**src/rtl/spis_pkg.sv**
```systemverilog
package spis_pkg;
    localparam int DATA_W     = 32;
    localparam int LEN_W      = 5;
    localparam int CNT_W      = LEN_W + 1;
    localparam int FIFO_DEPTH = 8;
    localparam int DIV        = 4;
    localparam int PH_W       = $clog2(DIV);
    localparam int TL_W       = $clog2(DIV + 1);

    typedef enum logic [1:0] {
        LNK_IDLE,
        LNK_SHIFT,
        LNK_TAIL
    } link_state_t;

    typedef struct packed {
        logic [LEN_W-1:0] len;
        logic             lsb_first;
    } word_fmt_t;

    // number of bits in a word; a zero field means the full data width
    function automatic logic [CNT_W-1:0] eff_len(input logic [LEN_W-1:0] len);
        return (len == '0) ? CNT_W'(DATA_W) : {1'b0, len};
    endfunction

    function automatic logic [DATA_W-1:0] len_mask(input logic [CNT_W-1:0] n);
        return (n >= CNT_W'(DATA_W)) ? '1 : ((DATA_W'(1) << n) - DATA_W'(1));
    endfunction
endpackage

```
**src/rtl/spis_fifo.sv**
```systemverilog
module spis_fifo #(
    parameter int W     = 32,
    parameter int DEPTH = 8
) (
    input  logic         clk,
    input  logic         rst,
    input  logic         push,
    input  logic [W-1:0] din,
    input  logic         pop,
    output logic [W-1:0] dout,
    output logic         empty,
    output logic         full,
    output logic         push_drop
);
    localparam int AW = $clog2(DEPTH);
    localparam logic [AW:0] FULL_CNT = (AW + 1)'(DEPTH);

    logic [W-1:0]  mem [DEPTH];
    logic [AW-1:0] wp, rp;
    logic [AW:0]   cnt;
    logic          do_push, do_pop;

    assign full      = (cnt == FULL_CNT);
    assign empty     = (cnt == '0);
    assign do_push   = push && !full;
    assign do_pop    = pop && !empty;
    assign push_drop = push && full;
    assign dout      = mem[rp];

    always_ff @(posedge clk) begin
        if (do_push) mem[wp] <= din;
    end

    always_ff @(posedge clk) begin
        if (rst) begin
            wp  <= '0;
            rp  <= '0;
            cnt <= '0;
        end else begin
            if (do_push) wp <= wp + 1'b1;
            if (do_pop)  rp <= rp + 1'b1;
            cnt <= cnt + (AW + 1)'(do_push) - (AW + 1)'(do_pop);
        end
    end
endmodule

```
**src/rtl/spis_link.sv**
```systemverilog
module spis_link
    import spis_pkg::*;
(
    input  logic              clk,
    input  logic              rst,
    input  logic              stage_valid,
    input  logic [DATA_W-1:0] stage_word,
    input  word_fmt_t         fmt_in,
    output logic              stage_take,
    output logic              sclk,
    output logic              mosi,
    output logic              cs_n,
    output logic              rise_stb,
    output logic              fall_stb,
    output logic              last_stb,
    output word_fmt_t         fmt_cur
);
    link_state_t       st;
    logic [PH_W-1:0]   ph;
    logic [LEN_W-1:0]  idx;
    logic [DATA_W-1:0] cur;
    word_fmt_t         fmt_q;
    logic [TL_W-1:0]   tail;
    logic [CNT_W-1:0]  nbits, bit_sel;
    logic              shifting, start;

    assign nbits    = eff_len(fmt_q.len);
    assign shifting = (st == LNK_SHIFT);
    assign rise_stb = shifting && (ph == PH_W'(DIV / 2 - 1));
    assign fall_stb = shifting && (ph == PH_W'(DIV - 1));
    assign last_stb = fall_stb && ({1'b0, idx} == nbits - CNT_W'(1));
    assign start    = stage_valid && !shifting;
    assign stage_take = start || (last_stb && stage_valid);

    assign bit_sel  = fmt_q.lsb_first ? {1'b0, idx}
                                      : (nbits - CNT_W'(1) - {1'b0, idx});
    assign sclk     = shifting && (ph >= PH_W'(DIV / 2));
    assign mosi     = shifting && cur[bit_sel[LEN_W-1:0]];
    assign cs_n     = (st == LNK_IDLE);
    assign fmt_cur  = fmt_q;

    always_ff @(posedge clk) begin
        if (rst) begin
            st    <= LNK_IDLE;
            ph    <= '0;
            idx   <= '0;
            cur   <= '0;
            fmt_q <= '0;
            tail  <= '0;
        end else if (start) begin
            st    <= LNK_SHIFT;
            ph    <= '0;
            idx   <= '0;
            cur   <= stage_word;
            fmt_q <= fmt_in;
        end else begin
            case (st)
                LNK_SHIFT: begin
                    ph <= fall_stb ? '0 : ph + 1'b1;
                    if (fall_stb) begin
                        if (last_stb) begin
                            idx <= '0;
                            if (stage_valid) begin
                                cur   <= stage_word;
                                fmt_q <= fmt_in;
                            end else begin
                                st   <= LNK_TAIL;
                                tail <= TL_W'(DIV);
                            end
                        end else begin
                            idx <= idx + 1'b1;
                        end
                    end
                end
                LNK_TAIL: begin
                    tail <= tail - 1'b1;
                    if (tail == TL_W'(1)) st <= LNK_IDLE;
                end
                default: ;
            endcase
        end
    end
endmodule

```
**src/rtl/spis_rx.sv**
```systemverilog
module spis_rx
    import spis_pkg::*;
(
    input  logic              clk,
    input  logic              rst,
    input  logic              miso,
    input  logic              rise_stb,
    input  logic              fall_stb,
    input  logic              last_stb,
    input  word_fmt_t         fmt,
    output logic              push,
    output logic [DATA_W-1:0] word
);
    logic              skew;
    logic [DATA_W-1:0] acc, nxt;
    logic [CNT_W-1:0]  nbits;

    assign nbits = eff_len(fmt.len);
    assign nxt   = fmt.lsb_first ? {skew, acc[DATA_W-1:1]}
                                 : {acc[DATA_W-2:0], skew};
    assign word  = fmt.lsb_first ? (nxt >> (CNT_W'(DATA_W) - nbits))
                                 : (nxt & len_mask(nbits));
    assign push  = last_stb;

    always_ff @(posedge clk) begin
        if (rst) begin
            skew <= 1'b0;
            acc  <= '0;
        end else begin
            if (rise_stb) skew <= miso;
            if (fall_stb) acc <= last_stb ? '0 : nxt;
        end
    end
endmodule

```
**src/rtl/spi_stream_master.sv**
```systemverilog
module spi_stream_master
    import spis_pkg::*;
(
    input  logic              clk,
    input  logic              rst,
    input  logic              wr_en,
    input  logic [DATA_W-1:0] wr_data,
    input  logic              rd_en,
    output logic [DATA_W-1:0] rd_data,
    input  logic [LEN_W-1:0]  word_len,
    input  logic              lsb_first,
    input  logic [1:0]        ovr_clr,
    output logic              tx_empty,
    output logic              tx_full,
    output logic              rx_empty,
    output logic              rx_full,
    output logic              tx_ovr,
    output logic              rx_ovr,
    output logic              sclk,
    output logic              mosi,
    input  logic              miso,
    output logic              cs_n
);
    word_fmt_t         fmt_in, fmt_cur;
    logic [DATA_W-1:0] tx_head, stg_word, rx_word;
    logic              stg_valid, stage_take, tx_pop, tx_drop;
    logic              rise_stb, fall_stb, last_stb, rx_push, rx_drop;

    assign fmt_in = '{len: word_len, lsb_first: lsb_first};
    assign tx_pop = !tx_empty && (!stg_valid || stage_take);

    spis_fifo #(.W(DATA_W), .DEPTH(FIFO_DEPTH)) u_txq (
        .clk(clk), .rst(rst), .push(wr_en), .din(wr_data), .pop(tx_pop),
        .dout(tx_head), .empty(tx_empty), .full(tx_full), .push_drop(tx_drop)
    );

    // staging register between the transmit FIFO and the serializer
    always_ff @(posedge clk) begin
        if (rst) begin
            stg_valid <= 1'b0;
            stg_word  <= '0;
        end else if (tx_pop) begin
            stg_valid <= 1'b1;
            stg_word  <= tx_head;
        end else if (stage_take) begin
            stg_valid <= 1'b0;
        end
    end

    spis_link u_link (
        .clk(clk), .rst(rst), .stage_valid(stg_valid), .stage_word(stg_word),
        .fmt_in(fmt_in), .stage_take(stage_take), .sclk(sclk), .mosi(mosi),
        .cs_n(cs_n), .rise_stb(rise_stb), .fall_stb(fall_stb),
        .last_stb(last_stb), .fmt_cur(fmt_cur)
    );

    spis_rx u_rx (
        .clk(clk), .rst(rst), .miso(miso), .rise_stb(rise_stb),
        .fall_stb(fall_stb), .last_stb(last_stb), .fmt(fmt_cur),
        .push(rx_push), .word(rx_word)
    );

    spis_fifo #(.W(DATA_W), .DEPTH(FIFO_DEPTH)) u_rxq (
        .clk(clk), .rst(rst), .push(rx_push), .din(rx_word), .pop(rd_en),
        .dout(rd_data), .empty(rx_empty), .full(rx_full), .push_drop(rx_drop)
    );

    // sticky overrun flags, a new overrun wins over a clear
    always_ff @(posedge clk) begin
        if (rst) begin
            tx_ovr <= 1'b0;
            rx_ovr <= 1'b0;
        end else begin
            tx_ovr <= tx_drop || (tx_ovr && !ovr_clr[0]);
            rx_ovr <= rx_drop || (rx_ovr && !ovr_clr[1]);
        end
    end
endmodule

```
**config.mk**
```make
export PLATFORM = sky130hd
export DESIGN_NAME = spi_stream_master
export DESIGN_NICKNAME = d
export VERILOG_FILES = /design/src/rtl/spis_pkg.sv /design/src/rtl/spis_fifo.sv /design/src/rtl/spis_link.sv /design/src/rtl/spis_rx.sv /design/src/rtl/spi_stream_master.sv
export SDC_FILE = /design/constraint.sdc
export NUM_CORES = 1
export LEC_CHECK = 0
export BUFFER_PORTS_ARGS = -buffer_cell sky130_fd_sc_hd__buf_2
export CAP_MARGIN = 15
export CORE_ASPECT_RATIO = 1.75
export CORE_MARGIN = 2
export CORE_UTILIZATION = 55
export CTS_BUF_LIST = sky130_fd_sc_hd__clkbuf_4
export DETAILED_ROUTE_END_ITERATION = 8
export PLACE_DENSITY = 0.83
export SYNTH_ARGS = -nofsm -noshare
export SYNTH_HDL_FRONTEND = slang
export SYNTH_SLANG_ARGS = --single-unit
```
**constraint.sdc**
```tcl
create_clock -name clk -period 16 [get_ports clk]
set_input_delay 3.2 -clock clk [delete_from_list [all_inputs] [get_ports clk]]
set_output_delay 3.2 -clock clk [all_outputs]
set_load 0.01 [all_outputs]
```
==> run summary, run 1 <==
The aggregate negative setup slack came out at 0 ns. The unique cell type count in the Yosys netlist is 76. For the worst setup path, the data required time is 12.80 ns. The number of buffers inserted during clock tree synthesis is 140, and the simple-gate share of the synthesized area is 0.0900. The global-route total usage across every layer was 0.265; the wire length of the first global-routing pass was 109 mm. Summed over all layers, the routed wires come to 71.5 mm.

IR analysis of the VDD net gives a maximum drop of 92.1 uV. The multi-input combinational cells in the finished layout cover a total of 10500 sq um. The detailed router's first-iteration violation count was 1401; the via count of the first global-routing pass was 19200.

The smallest hold slack is 0.411 ns. After clock tree synthesis, the clock-pin slew on the worst setup and hold paths is 0.07 ns. The total iterations of the first detailed-routing run was 7. CTS placed an instance of clkbuf_4 at the clock tree root. The kind of capture point of the worst setup path is a primary output. The width of the die was 178 microns. The floorplan step defined a die boundary enclosing 55100 sq um. The run gives 0.622 as the portion of the post-synthesis area used by sequential elements. Die span in y: 309 microns.

For this run, the number of standard cells in the final layout without fillers is 3028. Once layout is done, the placed cells without fillers occupy 32200 sq um. In the final routed layout, each cell accounts on average for 23.6 microns. At the placement stage, the worst setup path has a slack of 8.57 ns.

The area share of the largest cell type after synthesis is 0.526, and the number of nets in the layout is 2318. Biggest area consumer among synthesized cells: edfxtp_1. The normalized max-slew margin came out at 0.275. The routed design uses 3.93 mm of met3 wire. At the pin with the least slew margin, the transition time is 1.08 ns. The quantity of gates resized following cts was 0; the number of hold buffers added after CTS was 0.

Clock skew on the completed layout was measured at 0.0887 ns. Highest net fanout along the worst path: 35. Setup repair after global routing left no endpoint under its margin.

The core area was 52500 sq um; the hold violation total from the final report was 0. The logs give 3 for the maximum count of clock buffers along a single path and 0 for the count of final setup violators. Fill cells in the final layout number 3918. The share of cell area taken by muxes after synthesis was 0.162; the number of buffers inserted by post-CTS setup repair was 0. The arithmetic-cell share of the synthesized area counting full adders, half adders and majority gates was 0.0166. Relative to the synthesized area, the layout overhead comes to 10.1%.

Counting tap cells, the placed design contains a total of 2772 instances. The number of enable flip-flop cells after synthesis was 512. The complex-gate fraction of the synthesized area works out to 0.0759.

STA classifies the critical path startpoint as a flip-flop. TritonCTS built the clock tree. Static timing analysis puts the maximum clock frequency at 119 MHz.

The least setup slack across all paths after layout came out at 7.63 ns. The cell row count is 111, and the sequential cell area is 18200 sq um. The worst hold path belongs to the class reg2reg.

The logs give 0.557 for the initial core utilization and 3 for the initial antenna violation count. For this run, the slowest stage of the critical path takes 0.69 ns. Clock tree synthesis found a total of 653 sinks.

Routability-driven placement finished with a final weighted congestion of 0.962. The main flop type after synthesis is edfxtp_1. The synthesized flop and latch total is 653.

The sum of met2 wire segment lengths after detailed routing is 38.3 mm, and the leakage power total is 10.8 nW. For the largest net degree at the start of global routing, the log shows 78. In this run the mean area of a mapped cell was 13.9 sq um.

The flow ran to the end, and the final reports show no timing, DRC or antenna violations. The number of max-capacitance violations reported was 0. The share of post-route cells with drive strength above 1 is 0.244.

The period utilization was 0.523; the net count of the mapped netlist was 2193. After layout, the minimum clock period comes to 8.37 ns. In the routed layout, each cell is associated on average with a via count of 6.14. The xor-xnor portion of the synthesized cell area is 0.00851, and the I/O pin total is 86. Total power per unit cell area: 145 nW/um^2. On the critical path, the stage with the largest delay is an instance of fa_1.

By area the synthesized netlist is led by edfxtp_1 (53%), mux4_2 (11%), dfxtp_1 (9.7%), mux2i_1 (3.3%), nand2_1 (2.7%). In this run the remaining antenna-violating nets after routing total 0. The total via count in the routed design came out at 18600.

Traced cell by cell, the critical path runs through inv_1 -> ha_1 -> buf_4 -> inv_1 -> fa_1 -> nor2b_1 -> a22oi_1 -> and3_1 -> a211o_1 -> nand3_1 -> nand3_1 -> and3_1 -> buf_2. Summing every instance area after synthesis gives 29200 sq um. The worst path arrival time was 5.17 ns.

The proportion of register bits with asynchronous set or reset after synthesis works out to 0. The port buffer count works out to 85. The leftover overflow at the end of global routing came out at 0.

The run gives 24.1 mm as the routed metal-1 wire length. Type of the worst setup path: reg2out. The run gives 47.4 mm as the half-perimeter wire length after detailed placement. For the count of synthesis-stage warnings from yosys, the log shows 0. The clock reaches the later pin of the worst-skew pair after 0.93 ns. In the routed design, unresolved DRC markers number 0. The number of instances in the synthesized netlist was 2111. Largest family of logic cells by synthesized area: multiplexers. The H-tree depth reported by CTS was 4. Summing all placed instances gives a cell area of 30400 sq um.

The run gives 0 as the final-report max-slew violation count. The top metal layer carrying routed signals was met4.
registers in the layout (all words and copies together) (netlist names), named ones only:
register / cells
u_rxq.wp: 3
u_txq.rp: 3
tx_ovr: 1
stg_valid: 1
u_rxq.rp: 3
u_link.tail: 3
u_link.idx: 5
u_link.st: 2
stg_word: 32
u_rxq.mem: 256
u_link.fmt_cur: 6
u_rxq.cnt: 4
u_link.ph: 2
rx_ovr: 1
u_link.cur: 32
u_txq.wp: 3
u_txq.mem: 256
u_rx.acc: 32
u_rx.skew: 1
u_txq.cnt: 4
power breakdown:
| group | total [mW] | switching (mW) | internal (mW) | leakage (nW) |
|---|---|---|---|---|
| clock | 1.26 | 0.633 | 0.625 | 1.06 |
| combinational | 1.38 | 0.798 | 0.583 | 3.86 |
| sequential | 2.03 | 0.0847 | 1.95 | 5.84 |
worst max-delay path, delay by kind of cell (launching register included):
kind	cells	cell delay [ns]
AOI/OAI and AO/OA	2	0.48
adders and majority gates	2	0.98
buffers and inverters	4	1.11
DFF	1	0.48
and+or+nand+nor	5	1.18
routing by layer:
layer	vias up	global-route usage
met2	739	0.484
met1	9184	0.269
met4	0	0.183
met5	-	0
met3	256	0.0533
li1	8426	-
cells in the final DEF (no fill, tap or decap), types with 37 or more instances in the layout:
master    netlist  layout
nor3_1         54      50
o21ai_0        53      53
a211oi_1       38      38
nand2_1       214     214
buf_2          33      84
nor2_1        149     141
edfxtp_1      512     512
dfxtp_1       141     134
nor2b_1        37      37
a21oi_1       148     148
mux4_2        144     144
clkbuf_4        0     196
mux2i_1        97      97
buf_4           2      40
mux2_2         47      47
path summary, 6_finish.rpt:
check	startpoint	to	slack [ns]	cells past startpoint
max reg2reg	u_link.fmt_cur[1]	u_txq.cnt[2]	10.70	18
min	stg_word[30]	u_link.cur[30]	0.41	2
min reg2reg	stg_word[30]	u_link.cur[30]	0.41	2
max	u_link.fmt_cur[2]	mosi	7.63	13
synthesized netlist by cell type (all sizes together), types with 38 or more instances:
| cell type | n |
|---|---|
| mux2i | 97 |
| dfxtp | 141 |
| a21oi | 148 |
| nor2 | 149 |
| mux4 | 144 |
| a211oi | 38 |
| edfxtp | 512 |
| clkbuf | 84 |
| nor3 | 55 |
| mux2 | 47 |
| o21ai | 56 |
| nand2 | 214 |
| buf | 57 |
through the flow:
step / power [mW] / util
floorplan: 3.07 / -
global placement: 3.39 / 0.578
detailed placement: 3.43 / 0.578
CTS: 4.70 / 0.613
global route: 4.92 / 0.613
finish: 4.67 / 0.613
logic make-up after synthesis:
logic type / count (synthesis)
flip-flops: 653
AND/OR/NAND/NOR: 572
AO/OA/AOI/OAI: 359
multiplexers: 288
buffers and inverters: 176
adder cells (fa/ha/maj): 37
XOR/XNOR: 26
final cells by class:
type                            count  share of cell area
Clock inverter                     55              0.0108
Tap cell                          678              0.0263
Inverter                           35             0.00408
Antenna cell                        5            0.000389
Sequential cell                   653               0.566
Clock buffer                      196              0.0457
Multi-Input combinational cell   1282               0.325
Timing Repair Buffer              124              0.0224
Note: power is estimated with default switching activity, not from simulation.
==> run 2, diff against run 1 <==
- clock period: 16 -> 7.9 ns (I/O delays scaled with it)
==> run 2 against run 1 <==
Against the previous run:
- register-to-register slack worse by 7.9 ns
- flip-flop and latch count unchanged
- clock power grew 110%
- cell count is 0.20% lower
- combinational power rose by 100%
- sequential share of layout area hardly changed
==> run summary, run 2 (synthesis results as in run 1) <==
The flow ran to the end, and the final reports show no timing, DRC or antenna violations. Maximum count of clock buffers along a single path: 3 (unchanged). In the layout the commonest cells are edfxtp_1 (512), nand2_1 (214), clkbuf_4 (194).

The tools report the DRC violations left as 0 (unchanged). The largest registers in the layout are u_rxq.mem: 256 flops, u_txq.mem: 256 flops. The logs give 0.0968 (-0.178) for the normalized max-slew margin and 82 (+5.1%) for the largest net degree at the start of global routing. Highest net fanout along the worst path: 35 (unchanged). The setup clock skew after layout was 0.0765 ns (-0.0122 ns). The reg-to-reg endpoint was u_txq.cnt[2]. The cell area after layout is 32200 sq um (about the same), and the H-tree depth reported by CTS is 4 (unchanged). TritonCTS built the clock tree.

The most critical setup path has its endpoint at mosi. The transition time at the pin with the least slew margin is 1.34 ns (+0.253 ns), and the worst setup slack after placement is 2.49 ns (-6.08 ns). Maximum clock frequency: 157 MHz. The aggregate negative setup slack was 0 ns (unchanged). The total power per unit cell area came out at 296 nW/um^2 (+100%). The final-report max-slew violation count is 0 (unchanged), and the initial antenna violation count is 1 (-2). The global-route total usage across every layer was 0.272 (+0.00681); the port buffer count was 85 (unchanged). Setup repair after global routing left no endpoint under its margin. The tools report the full die area as 55100 sq um (unchanged). The run gives 18600 (+0.13%) as the total via count in the routed design. Cell row count: 111 (unchanged). For the routability congestion estimate from global placement, the log shows 0.974 (+1.3%).

The tools report the post-detailed-routing wire length as 73.7 mm (+3.1%). The leakage power total was 10.7 nW (-0.13%); the mean routed wirelength per cell was 24.4 microns (+3.3%). Total iterations of the first detailed-routing run: 5 (-2). The run gives 86 (unchanged) as the I/O pin total. For the initial core utilization, the log shows 0.557 (unchanged). Type of the worst setup path: reg2out. The number of nets in the layout is 2320 (+0.086%), and the leftover overflow at the end of global routing is 0 (unchanged). Clock-pin slew on the worst setup and hold paths: 0.08 ns (about the same). The period utilization works out to 0.804.

Number of hold buffers added after CTS: 0 (unchanged). The maximum vdd drop came out at 188 uV (+100%). The worst path arrival time was 4.78 ns (-0.39 ns); the width of the die was 178 microns (unchanged). The tools report the count of final setup violators as 0 (unchanged).

For the half-perimeter wire length after detailed placement, the log shows 48.4 mm (+2.1%). The worst-case reg-to-reg path depth came out at 18 (unchanged). The source of the critical timing path is u_link.fmt_cur[2]. The logs give 0.424 ns (+0.0122 ns) for the smallest hold slack and 111 mm (+2.4%) for the wire length of the first global-routing pass. The quantity of gates resized following cts was 0 (unchanged); the clock period minus final worst setup slack was 6.36 ns. Leaving out fill and tap cells, the most frequent cell in the layout is edfxtp_1. Die span in y: 309 microns (unchanged). The run gives 0 (unchanged) as the hold violation total from the final report. The critical register-to-register path startpoint is u_link.fmt_cur[1]. The number of max-capacitance violations reported came out at 0 (unchanged). The growth of design area from synthesis to finish is 10.2% (about the same), and the number of stages on the worst hold path is 2 (unchanged). The run gives 6.32 ns (-6.48 ns) as the worst endpoint required time. The slack of the worst reg-to-reg path came out at 2.78 ns (-7.92 ns).

The root buffer selected by CTS is clkbuf_4. The logs give 1.54 ns (-6.08 ns) for the least setup slack across all paths after layout and 30400 sq um (unchanged) for the post-detailed-placement cell area. Clock latency on the worst-skew pair: 0.91 ns (-0.02 ns).

For the post-detailed-route count of antenna-violating nets, the log shows 0 (unchanged). The routed via count divided by cell count was 6.16 (+0.33%); the detailed router's first-iteration violation count was 1416 (+1.1%). The run gives 141 (+0.71%) as the number of buffers inserted during clock tree synthesis. The core area came out at 52500 sq um (unchanged). The share of post-route cells with drive strength above 1 is 0.243 (-0.00182). The clock sink total is 653 (unchanged), and the number of filler cells placed in the layout is 3942 (+0.61%).

STA classifies the critical path startpoint as a flip-flop. The worst hold path belongs to the class reg2reg. The via count of the first global-routing pass is 19200 (+0.10%). The number of buffers inserted by post-CTS setup repair came out at 0 (unchanged).

STA classifies the critical path endpoint as a primary output.
## run 2: cell count changes in the layout (fill, tap and decap cells not counted)
cell / delta
inv_2: -1
bufinv_16: +2
clkinv_2: -2
clkbuf_4: -2
inv_6: -1
clkinv_4: +2
clkinvlp_4: -3
diode_2: -3
clkinv_1: +2
## run 2: critical path, cell delays in order (launching register included)
cell and delay, ns:
dfxtp_1 0.49, inv_1 0.10, ha_1 0.29, buf_4 0.34
inv_1 0.08, buf_4 0.25, fa_1 0.54, nor2b_1 0.64
a22oi_1 0.22, and3_1 0.24, a211o_1 0.26, nand3_1 0.08
nand3_1 0.06, and3_1 0.16, buf_2 0.15
## run 2: routing by layer
metal  up-vias  global-route usage  routed length, microns
li1       8440                   -                       -
met1      9228               0.281                   25000
met2       754               0.506                   40300
met3       208              0.0488                    4020
met4         0               0.163                    4350
met5         -                   0                       0
## run 2: worst min path at each step
stage / from / endpoint / slack [ns]
final: stg_word[29] / u_link.cur[29] / 0.42
after global routing: stg_word[4] / u_link.cur[4] / 0.47
after CTS: stg_word[29] / u_link.cur[29] / 0.43
after detailed placement: stg_word[19] / u_link.cur[19] / 0.45
after global placement: stg_word[18] / u_link.cur[18] / 0.44
after floorplan: u_link.cur[17] / u_link.cur[17] / 0.43
## run 2: stage by stage
| step | std cells | power, mW | util |
|---|---|---|---|
| global route | 3022 | 10.0 | 0.614 |
| finish | 3022 | 9.53 | 0.614 |
| CTS | 3019 | 9.59 | 0.613 |
| floorplan | 2111 | 6.21 | - |
| detailed placement | 2772 | 6.97 | 0.578 |
| global placement | 2772 | 6.89 | 0.578 |
## run 2: final cells by class
cell class / count / area, sq um / share of cell area
flip-flops and latches: 653 / 18200 / 0.565
clock inverters: 54 / 387 / 0.0120
multi-input cells: 1282 / 10500 / 0.325
well taps: 678 / 848 / 0.0263
diodes: 2 / 5.00 / 0.000155
inverters: 35 / 131 / 0.00408
repair buffers: 125 / 728 / 0.0226
clock buffers: 193 / 1450 / 0.0450
## run 2: report_power, final
| part | total [mW] | leakage, nW | switching, mW | internal (mW) |
|---|---|---|---|---|
| Clock | 2.60 | 1.07 | 1.29 | 1.31 |
| Combinational | 2.80 | 3.85 | 1.62 | 1.18 |
| Sequential | 4.13 | 5.82 | 0.188 | 3.94 |
==> run 3, diff against run 2 <==
- ABC_AREA: not set -> 1
- PLACE_DENSITY: 0.83 -> 0.86
- clock period: 7.9 -> 5.3 ns (I/O delays scaled with it)
==> run 3 against run 2 <==
Against the previous run:
- critical endpoint unchanged
- critical path depth grew 2
- largest cell class unchanged
- first-iteration DRC count grew 58%
- register-to-register slack worse by 1.7 ns
- via count is 30% higher
==> run summary, run 3 <==
The worst-case reg-to-reg path depth was 21 (+3); the mean routed wirelength per cell was 19.2 microns (-21%). The leakage power total was 13.2 nW (+23%); the clock latency on the worst-skew pair was 0.91 ns (about the same). The unique cell type count in the Yosys netlist was 41 (-46%); the total power per unit cell area was 520 nW/um^2 (+76%).

The quantity of gates resized following cts is 0 (unchanged). The synthesized design spends more area on one cell type than any other, namely edfxtp_1. The netlist area before placement came out at 29800 sq um (+1.9%). The total iterations of the first detailed-routing run came out at 8 (+3). The number of enable flip-flop cells after synthesis was 512 (unchanged). The path with the worst hold slack has its endpoint at u_txq.mem[7][15].

Walking the worst path, the cells encountered are inv_1 -> ha_1 -> buf_4 -> clkinv_1 -> fa_1 -> o21ai_1 -> nand3_1 -> nand2_1 -> nand2_1 -> nand2_1 -> nand2_1 -> nand2_1 -> nand2_1 -> nand2_1 -> nor2_1 -> buf_2. The clock-pin slew on the worst setup and hold paths is 0.07 ns (about the same), and the share of post-route cells with drive strength above 1 is 0.120 (-0.122). The routed via count divided by cell count is 5.87 (-4.7%), and the post-detailed-route count of antenna-violating nets is 0 (unchanged). The run gives 0 (unchanged) as the count of synthesis-stage warnings from yosys. In the layout the commonest cells are nand2_1 (756), edfxtp_1 (512), nand3_1 (495). The slack of the worst reg-to-reg path was 1.12 ns (-1.66 ns); the delay of the slowest critical-path stage was 0.49 ns (-0.15 ns). The kind of capture point of the worst setup path was a primary output. The logs give 0.279 (+0.00710) for the global-route total usage across every layer and 50.1 mm (+3.5%) for the half-perimeter wire length after detailed placement. The run gives 0 (unchanged) as the DRC violations left. The normalized max-slew margin was 0.258 (+0.161); the net count of the mapped netlist was 3309 (+51%). The sequential cell area was 18200 sq um (about the same); the worst path arrival time was 3.92 ns (-0.86 ns). The flow ran to the end, and the final reports show no timing, DRC or antenna violations. The critical path is of the reg2out type. The most used cell along the critical path was nand2_1.

In this run the most critical hold path is launched from wr_data[15]. The logs give 112 (+0.90%) for the cell row count and 3227 (+53%) for the number of instances in the synthesized netlist. The tools report the reg-to-reg endpoint as u_txq.cnt[2]. The number of stages on the worst hold path was 1 (-1); the number of nets in the layout was 3392 (+46%). The highest net fanout along the worst path works out to 30 (-14%). The portion of the post-synthesis area used by sequential elements is 0.611 (-0.0117). The slowest cell on the critical path was fa_1. Subtracting the final worst setup slack from the clock period gives 4.98 ns. For the maximum vdd drop, the log shows 375 uV (+99%). The run gives 4 (+3) as the initial antenna violation count. The most numerous cell in the Yosys netlist was nand2_1. The tools report the root buffer selected by CTS as clkbuf_4. The most common cell after layout, fill and taps aside is nand2_1.

The width of the die is 180 microns (+0.93%). The hold violation total from the final report was 0 (unchanged). Maximum count of clock buffers along a single path: 3 (unchanged).

The logs give 4277 (+8.5%) for the number of filler cells placed in the layout and 123 mm (+10%) for the wire length of the first global-routing pass. The period utilization works out to 0.940. TritonCTS built the clock tree. Worst hold path class: in2reg. Number of buffers inserted during clock tree synthesis: 141 (unchanged). The tools report the smallest hold slack as 0.443 ns (+0.0196 ns).

STA classifies the critical path startpoint as a flip-flop. Worst endpoint required time: 4.24 ns (-2.08 ns). After synthesis, the most frequently instantiated cells are nand2_1 (756), edfxtp_1 (512), nand3_1 (495). The H-tree depth reported by CTS came out at 4 (unchanged). The proportion of register bits with asynchronous set or reset after synthesis is 0 (unchanged).

For the number of max-capacitance violations reported, the log shows 0 (unchanged). Ranked by total cell area, the synthesized netlist is headed by edfxtp_1 (52%), nand2_1 (9.5%), dfxtp_1 (9.5%), nand3_1 (8.3%), nor2_1 (5.9%). The logs give 0 (unchanged) for the number of hold buffers added after CTS and 1.27 ns (-1.22 ns) for the worst setup slack after placement. The total via count in the routed design was 24100 (+30%). The initial core utilization came out at 0.558 (+0.00118). The logs give 0 ns (unchanged) for the aggregate negative setup slack and 0.321 ns (-1.22 ns) for the least setup slack across all paths after layout.

The synthesized area per cell was 9.24 sq um (-33%). The logs give 0 (unchanged) for the number of buffers inserted by post-CTS setup repair and 2244 (+58%) for the detailed router's first-iteration violation count. The largest net degree at the start of global routing is 95 (+16%). Leftover overflow at the end of global routing: 0 (unchanged). The area share of the largest cell type after synthesis works out to 0.516 (-0.00989). The core area came out at 53400 sq um (+1.7%). The maximum clock frequency is 201 MHz, and the count of final setup violators is 0 (unchanged). The run gives 78.9 mm (+7.0%) as the post-detailed-routing wire length. Critical register-to-register path startpoint: u_link.fmt_cur[3].

The final-report max-slew violation count is 0 (unchanged). Total power: 17.0 mW (+78%). In the final layout, the registers with the most flip-flops are u_rxq.mem: 256 flops, u_txq.mem: 256 flops.

Area used by multi-input combinational logic: 10500 sq um (about the same). The port buffer count was 85 (unchanged); the die span in y was 312 microns (+0.94%). Compared with the post-synthesis result, the final layout area differs by 9.54%. The synthesized flop and latch total came out at 653 (unchanged). Utilization of the core after routing: 0.611 (-0.00223).

The routability congestion estimate from global placement is 1.06 (+9.0%), and the via count of the first global-routing pass is 23500 (+22%). The main flop type after synthesis is edfxtp_1. The transition time at the pin with the least slew margin is 1.11 ns (-0.228 ns), and the I/O pin total is 86 (unchanged).

The full die area was 56100 sq um (+1.9%); the setup clock skew after layout was 0.0800 ns (+0.00351 ns). The run gives 653 (unchanged) as the clock sink total.
run 3: cell count changes after synthesis, sizes merged, moves of 47 or more:
cell    before  now
clkbuf      84  131
mux2        47    0
mux2i       97    0
mux4       144    0
nand3       32  496
nor2       149  481
inv         35  120
o21ai       56  260
nand2      214  761
a21oi      148   67
run 3: metrics by stage:
step,instance area (sq um),cells
floorplan,29800,3227
global placement,30800,3851
detailed placement,30800,3851
CTS,32600,4107
global route,32600,4109
finish,32600,4111
run 3: cells by family after synthesis:
kind of cell	share of synthesized area
xor+xnor	0.00147
fa+ha+maj	0.0163
simple gates	0.254
flops	0.611
buf+inv	0.0424
compound gates	0.0748
run 3: metal layers:
metal / routed length [microns] / GRT usage / share of wire / up-vias
met2: 41400 / 0.511 / 0.53 / 1270
met1: 25300 / 0.281 / 0.32 / 11200
met5: 31 / 0 / 0.00039 / -
li1: - / - / - / 11400
met3: 6790 / 0.0621 / 0.086 / 329
met4: 5290 / 0.190 / 0.067 / 4
run 3: where the power goes:
group	leakage, nW	total, mW	internal, mW	switching (mW)
registers	5.89	6.32	6.06	0.258
logic	6.19	6.81	1.95	4.86
clock network	1.08	3.84	1.88	1.96
run 3: how the worst max path moves through the flow:
| stage | from | endpoint | slack [ns] | cells past startpoint |
|---|---|---|---|---|
| after floorplan | u_link.fmt_cur[1] | u_rxq.mem[0][0] | -0.34 | 19 |
| after global placement | u_link.fmt_cur[2] | mosi | 1.34 | 16 |
| after detailed placement | u_link.fmt_cur[2] | mosi | 1.27 | 16 |
| after CTS | u_link.fmt_cur[2] | mosi | 0.35 | 16 |
| after global routing | u_link.fmt_cur[2] | mosi | -0.02 | 16 |
| final | u_link.fmt_cur[2] | mosi | 0.32 | 16 |
run 3: worst max-delay path: cells and delay by family (launching register included):
kind | cells | cell delay [ns]
AO/OA/AOI/OAI | 1 | 0.48
adder cells (fa/ha/maj) | 2 | 0.77
buffers and inverters | 4 | 0.80
flip-flops | 1 | 0.40
AND/OR/NAND/NOR | 9 | 0.59
run 3: cell type report:
cell class	count	share of cell area
clock buffers	194	0.0446
inverters	124	0.0143
multi-input cells	2254	0.321
flip-flops and latches	653	0.558
repair buffers	136	0.0248
clock inverters	62	0.0115
well taps	684	0.0262
diodes	4	0.000307
